## src/rtl/lift_pkg.sv

```systemverilog
package lift_pkg;

  typedef enum logic [0:0] {
    ST_IDLE = 1'b0,
    ST_MOVE = 1'b1
  } lift_state_e;

endpackage

```

## src/rtl/lift_rst_sync.sv

```systemverilog
module lift_rst_sync (
  input  logic clk,
  input  logic rst_n,
  output logic rst_sync_n
);

  logic stage_q;

  always_ff @(posedge clk or negedge rst_n) begin
    if (!rst_n) begin
      stage_q    <= 1'b0;
      rst_sync_n <= 1'b0;
    end else begin
      stage_q    <= 1'b1;
      rst_sync_n <= stage_q;
    end
  end

endmodule

```

## src/rtl/lift_travel_timer.sv

```systemverilog
module lift_travel_timer #(
  parameter int TRAVEL_CYCLES = 8
) (
  input  logic clk,
  input  logic rst_n,
  input  logic run,
  output logic leg_done
);

  localparam int CNT_W = (TRAVEL_CYCLES > 1) ? $clog2(TRAVEL_CYCLES) : 1;
  localparam logic [CNT_W-1:0] LAST = CNT_W'(TRAVEL_CYCLES - 1);

  logic [CNT_W-1:0] cnt_q;
  logic [CNT_W-1:0] cnt_d;
  logic             cnt_en;

  assign leg_done = run && (cnt_q == LAST);
  assign cnt_en   = run;

  always_comb begin
    cnt_d = cnt_q;
    if (leg_done) begin
      cnt_d = '0;
    end else if (run) begin
      cnt_d = cnt_q + 1'b1;
    end
  end

  always_ff @(posedge clk or negedge rst_n) begin
    if (!rst_n) begin
      cnt_q <= '0;
    end else if (cnt_en) begin
      cnt_q <= cnt_d;
    end
  end

endmodule

```

## src/rtl/lift_floor_reg.sv

```systemverilog
module lift_floor_reg #(
  parameter int FLOOR_W = 2
) (
  input  logic               clk,
  input  logic               rst_n,
  input  logic               step_en,
  input  logic               step_up,
  output logic [FLOOR_W-1:0] floor_q
);

  logic [FLOOR_W-1:0] floor_d;

  always_comb begin
    floor_d = step_up ? (floor_q + 1'b1) : (floor_q - 1'b1);
  end

  always_ff @(posedge clk or negedge rst_n) begin
    if (!rst_n) begin
      floor_q <= '0;
    end else if (step_en) begin
      floor_q <= floor_d;
    end
  end

endmodule

```

## src/rtl/lift_fsm.sv

```systemverilog
module lift_fsm
  import lift_pkg::*;
#(
  parameter int FLOOR_W = 2
) (
  input  logic               clk,
  input  logic               rst_n,
  input  logic [FLOOR_W-1:0] req_code,
  input  logic               door_closed,
  input  logic [FLOOR_W-1:0] cur_floor,
  input  logic               leg_done,
  output logic [FLOOR_W-1:0] tgt_floor,
  output logic               motor_q,
  output logic               dir_q
);

  lift_state_e        state_q, state_d;
  logic [FLOOR_W-1:0] tgt_d;
  logic               motor_d;
  logic               dir_d;
  logic [FLOOR_W-1:0] next_floor;

  assign next_floor = dir_q ? (cur_floor + 1'b1) : (cur_floor - 1'b1);

  always_comb begin
    state_d = state_q;
    tgt_d   = tgt_floor;
    motor_d = motor_q;
    dir_d   = dir_q;
    unique case (state_q)
      ST_IDLE: begin
        motor_d = 1'b0;
        if (req_code != cur_floor) begin
          tgt_d   = req_code;
          state_d = ST_MOVE;
        end
      end
      ST_MOVE: begin
        if (leg_done) begin
          if (next_floor == tgt_floor) begin
            motor_d = 1'b0;
            state_d = ST_IDLE;
          end else begin
            motor_d = 1'b1;
            dir_d   = (tgt_floor > next_floor);
          end
        end else if (!door_closed) begin
          motor_d = 1'b0;
        end else begin
          motor_d = 1'b1;
          if (!motor_q) begin
            dir_d = (tgt_floor > cur_floor);
          end
        end
      end
      default: state_d = ST_IDLE;
    endcase
  end

  always_ff @(posedge clk or negedge rst_n) begin
    if (!rst_n) begin
      state_q   <= ST_IDLE;
      tgt_floor <= '0;
      motor_q   <= 1'b0;
      dir_q     <= 1'b0;
    end else begin
      state_q   <= state_d;
      tgt_floor <= tgt_d;
      motor_q   <= motor_d;
      dir_q     <= dir_d;
    end
  end

endmodule

```

## src/rtl/lift_ctrl.sv

```systemverilog
module lift_ctrl #(
  parameter int FLOORS        = 4,
  parameter int TRAVEL_CYCLES = 8,
  localparam int FLOOR_W      = (FLOORS > 1) ? $clog2(FLOORS) : 1
) (
  input  logic               clk,
  input  logic               rst_n,
  input  logic [FLOOR_W-1:0] req_code,
  input  logic               door_closed,
  output logic               motor_on,
  output logic               dir_up,
  output logic [FLOOR_W-1:0] cur_floor
);

  logic               rst_sync_n;
  logic               run;
  logic               leg_done;
  logic [FLOOR_W-1:0] tgt_floor;

  lift_rst_sync u_rst (
    .clk        (clk),
    .rst_n      (rst_n),
    .rst_sync_n (rst_sync_n)
  );

  assign run = motor_on && door_closed;

  lift_travel_timer #(.TRAVEL_CYCLES(TRAVEL_CYCLES)) u_timer (
    .clk      (clk),
    .rst_n    (rst_sync_n),
    .run      (run),
    .leg_done (leg_done)
  );

  lift_floor_reg #(.FLOOR_W(FLOOR_W)) u_floor (
    .clk     (clk),
    .rst_n   (rst_sync_n),
    .step_en (leg_done),
    .step_up (dir_up),
    .floor_q (cur_floor)
  );

  lift_fsm #(.FLOOR_W(FLOOR_W)) u_fsm (
    .clk         (clk),
    .rst_n       (rst_sync_n),
    .req_code    (req_code),
    .door_closed (door_closed),
    .cur_floor   (cur_floor),
    .leg_done    (leg_done),
    .tgt_floor   (tgt_floor),
    .motor_q     (motor_on),
    .dir_q       (dir_up)
  );

endmodule

```

## config.mk

```make
export PLATFORM = sky130hd
export DESIGN_NAME = lift_ctrl
export DESIGN_NICKNAME = d
export VERILOG_FILES = /design/src/rtl/lift_pkg.sv /design/src/rtl/lift_rst_sync.sv /design/src/rtl/lift_travel_timer.sv /design/src/rtl/lift_floor_reg.sv /design/src/rtl/lift_fsm.sv /design/src/rtl/lift_ctrl.sv
export SDC_FILE = /design/constraint.sdc
export NUM_CORES = 1
export LEC_CHECK = 0
export BUFFER_PORTS_ARGS = -buffer_cell sky130_fd_sc_hd__buf_4
export CAP_MARGIN = 20
export CORE_AREA = 2 2 39 41
export CTS_CLUSTER_SIZE = 24
export DETAILED_ROUTE_END_ITERATION = 10
export DIE_AREA = 0 0 41 43
export GPL_TIMING_DRIVEN = 0
export PLACE_DENSITY_LB_ADDON = 0.08
export SLEW_MARGIN = 5
export SYNTH_ARGS = -nofsm -noshare
export SYNTH_HDL_FRONTEND = slang
export SYNTH_SLANG_ARGS = --single-unit
```

## constraint.sdc

```tcl
create_clock -name clk -period 1 [get_ports clk]
set_input_delay 0 -clock clk [delete_from_list [all_inputs] [get_ports clk]]
set_output_delay 0 -clock clk [all_outputs]
set_load 0.01 [all_outputs]
```

==> reports/metrics.cfg <==
[floorplan]
ios = 9
fp.dieW_um = 41
die_h_um = 43
core-area_um2 = 1384
rows = 14
design.die.area_um2 = 1763
start_util_pct = 46.47

[synth]
synth_nets = 73
synth-simple-area-share_pct = 12.84
synth_compound_area_share_pct = 14.20
synth_flop_cell = dfrtp_1
avgSynthCellArea_um2 = 10.37
synth_xor_area_share_pct = 6.809
syn-cell-area_um2 = 643.1
syn_inst = 62
synthMuxAreaShare_pct = 3.502
synth_fa_ha_area_share_pct = 11.67
ys_ff_latch = 12
synth_top_family_by_area = compound AO/OA/AOI/OAI gates
synth_cell_types = 20
yosys_warnings = 0
synthArstFlopShare_pct = 100.0
ys_seq_area_share_pct = 46.69
synth_edf_count = 0

[global_route]
grt_pass1_wl_um = 2104
grt_pass1_vias = 524
grt_start_max_net_pins = 11
antenna_found_initial = 0
track_usage_pct = 17.45
grt_overflow = 0

[setup_path]
cp-startpoint = u_fsm.dir_q
slowest_stage = dfrtp_1
worstRegToRegCells = 7
cp.arrival_ns = 1.91
worstSetupStartpointType = flop
cp_max_fo = 2
cp.required_ns = 1.15
critPathKind = flop to flop
reg2reg_to = u_fsm.dir_q
reg2reg_slack_ns = -0.75
cp_cell_sequence = xnor2_2 -> xnor2_2 -> ha_1 -> nand2_2 -> nand2_2 -> a21oi_2 -> mux2_4
worstSetupEndpointType = flop
cp_slowest_stage_delay_ns = 0.41
r2r_start = u_fsm.dir_q
crit_path_end = u_fsm.dir_q

[layout]
area_growth_pct = 56.62
drive_gt1_share_pct = 56.47
layout_commonest_cell = buf_4
final_cell_mix = 12 x buf_4, 10 x dfrtp_1, 6 x buf_6, 5 x inv_1
fillers = 108
fin_nets = 97
layoutNonFillerInstCount = 101
n_antenna_cell = 0

[route]
antenna_left = 0
drt_pass1_iterations = 1
drcViolationCount = 0
via_per_inst = 4.941
routed_wl_um = 1253
wl_per_cell_um = 12.41
wl_met3_um = 24
wl_met2_um = 675
drt-met1-wl_um = 545
drt_iter0_drc = 0
highest_layer = met4
vias = 499

[power_and_ir_drop]
powerDensity_nw_per_um2 = 2803
power_frac_comb_pct = 63.3
swShare_pct = 35.32
p_int_mw = 1.826
seqPwrFrac_pct = 25.9
leakage_nw = 0.4624
max-vdd-ir-drop_mv = 1.318
pwr-share-clk_pct = 10.8
p_switching_mw = 0.9971
power.total_mw = 2.823

[sta]
fin_crit_sh_pct = 175.3
rsz0062_at_grt = true
fmax_mhz = 570.4
hold_slack_ns = 0.05497
final-max-slew-violation-count = 0
setup_ws_ns = -0.7532
hold_violations = 0
skew_ns = 0.007594
setup_viol = 11
fin_crit_ns = 1.753

[placement]
io_buffers = 8
gp_congestion = 0.7845
dpl_worst_slack_ns = -0.8258
dp.cells = 86
hpwl_um = 832.4

[worst_hold_path]
hold_class = input pin to flop
holdPathStages = 3

[clocking]
cts_tree = yes
clk_pin_slew_worst_paths_ns = 0.08
clk_latency_ns = 0.26
clk_path_buf_depth = 2
root_buffer = clkbuf_4
clock_sinks = 12
cts_made_buffers = 3
cts_max_level = 1

[run_status]
violations = setup timing
status = finished with violations

[job]
max_cap_viol_count = 0

how the worst min path moves through the flow:
stage                startpoint                  to  slack [ns]
floorplan                 rst_n    u_rst.rst_sync_n       -0.30
finish              req_code[1]  u_fsm.tgt_floor[1]        0.05
global route              rst_n       u_rst.stage_q        0.04
global placement          rst_n       u_rst.stage_q       -0.22
detailed placement        rst_n    u_rst.rst_sync_n       -0.22
CTS                       rst_n       u_rst.stage_q        0.05
power groups by stage:
stage          clock, mW  combinational (mW)  sequential [mW]
6_report           0.305                1.79            0.731
2_1_floorplan          0               0.765            0.761
4_1_cts            0.308                1.48            0.721
5_1_grt            0.346                1.94            0.744
3_5_place_dp           0                1.02            0.751
3_3_place_gp           0                1.01            0.748
worst max-delay path, delay by kind of cell (launching register included):
family	cells	cell delay, ns
and+or+nand+nor	2	0.16
xor gates and xnor gates	2	0.35
AOI/OAI and AO/OA	1	0.14
adders and majority gates	1	0.28
muxes	1	0.31
DFF	1	0.41
cell type report:
cell class | count | area, um^2 | share of cell area (%)
Multi-Input combinational cell | 44 | 456.7 | 45.34
Sequential cell | 12 | 302.8 | 30.06
Timing Repair Buffer | 19 | 167.7 | 16.65
Clock buffer | 4 | 26.28 | 2.609
Tap cell | 16 | 20.02 | 1.988
Inverter | 5 | 18.77 | 1.863
Buffer | 1 | 15.01 | 1.491
cells by family (layout without fill, tap and decap cells):
group	Yosys count	in the layout
other	1	1
flip-flops	12	12
multiplexers	2	2
AND/OR/NAND/NOR	15	15
AO/OA/AOI/OAI	15	15
adder cells (fa/ha/maj)	6	6
buffers and inverters	6	29
XOR/XNOR	5	5
synth_stat cells, types with 2 or more instances:
cell | number | area (um^2)
dfrtp_1 | 12 | 300.3
a21oi_1 | 6 | 30.03
ha_1 | 6 | 75.07
nand2_1 | 6 | 22.52
inv_1 | 5 | 18.77
o21ai_1 | 3 | 15.01
o22ai_1 | 3 | 18.77
xnor2_1 | 3 | 26.28
mux2_2 | 2 | 22.52
nand2b_1 | 2 | 12.51
nor2_1 | 2 | 7.510
nor2b_1 | 2 | 12.51
nor3_1 | 2 | 10.01
xor2_1 | 2 | 17.52
metal layers:
| layer | up-vias | global-route usage (%) |
|---|---|---|
| met1 | 238 | 20.76 |
| met3 | 2 | 3.665 |
| li1 | 255 | - |
| met4 | 0 | 6.000 |
| met5 | - | 0 |
| met2 | 4 | 29.38 |
stage by stage:
stage	TNS [ns]	area, um^2	utilization, %
after CTS	-2.661	918.4	66.37
after detailed placement	-2.248	774.5	55.97
after global routing	-3.241	1007	72.78
after floorplan	-1.706	694.4	-
after global placement	-2.243	774.5	55.97
final	-2.709	1007	72.78
sequential cells by signal, indices dropped and copies added, names as in the netlist:
register,cells
u_timer.cnt_q,3
u_floor.floor_q,2
u_rst.rst_sync_n,1
u_fsm.motor_q,1
u_fsm.state_q,1
u_rst.stage_q,1
u_fsm.tgt_floor,2
u_fsm.dir_q,1
repair_timing:
| item | 4_1_cts | 5_1_grt |
|---|---|---|
| gates resized for setup | 11 | 15 |
| setup buffers | 7 | 4 |
| endpoints found under the hold margin | 2 | 0 |
| endpoints found under the setup margin | 10 | 11 |
| pin swaps | 11 | 11 |
| hold buffers | 1 | 0 |
Power figures use the tool's default switching activity.
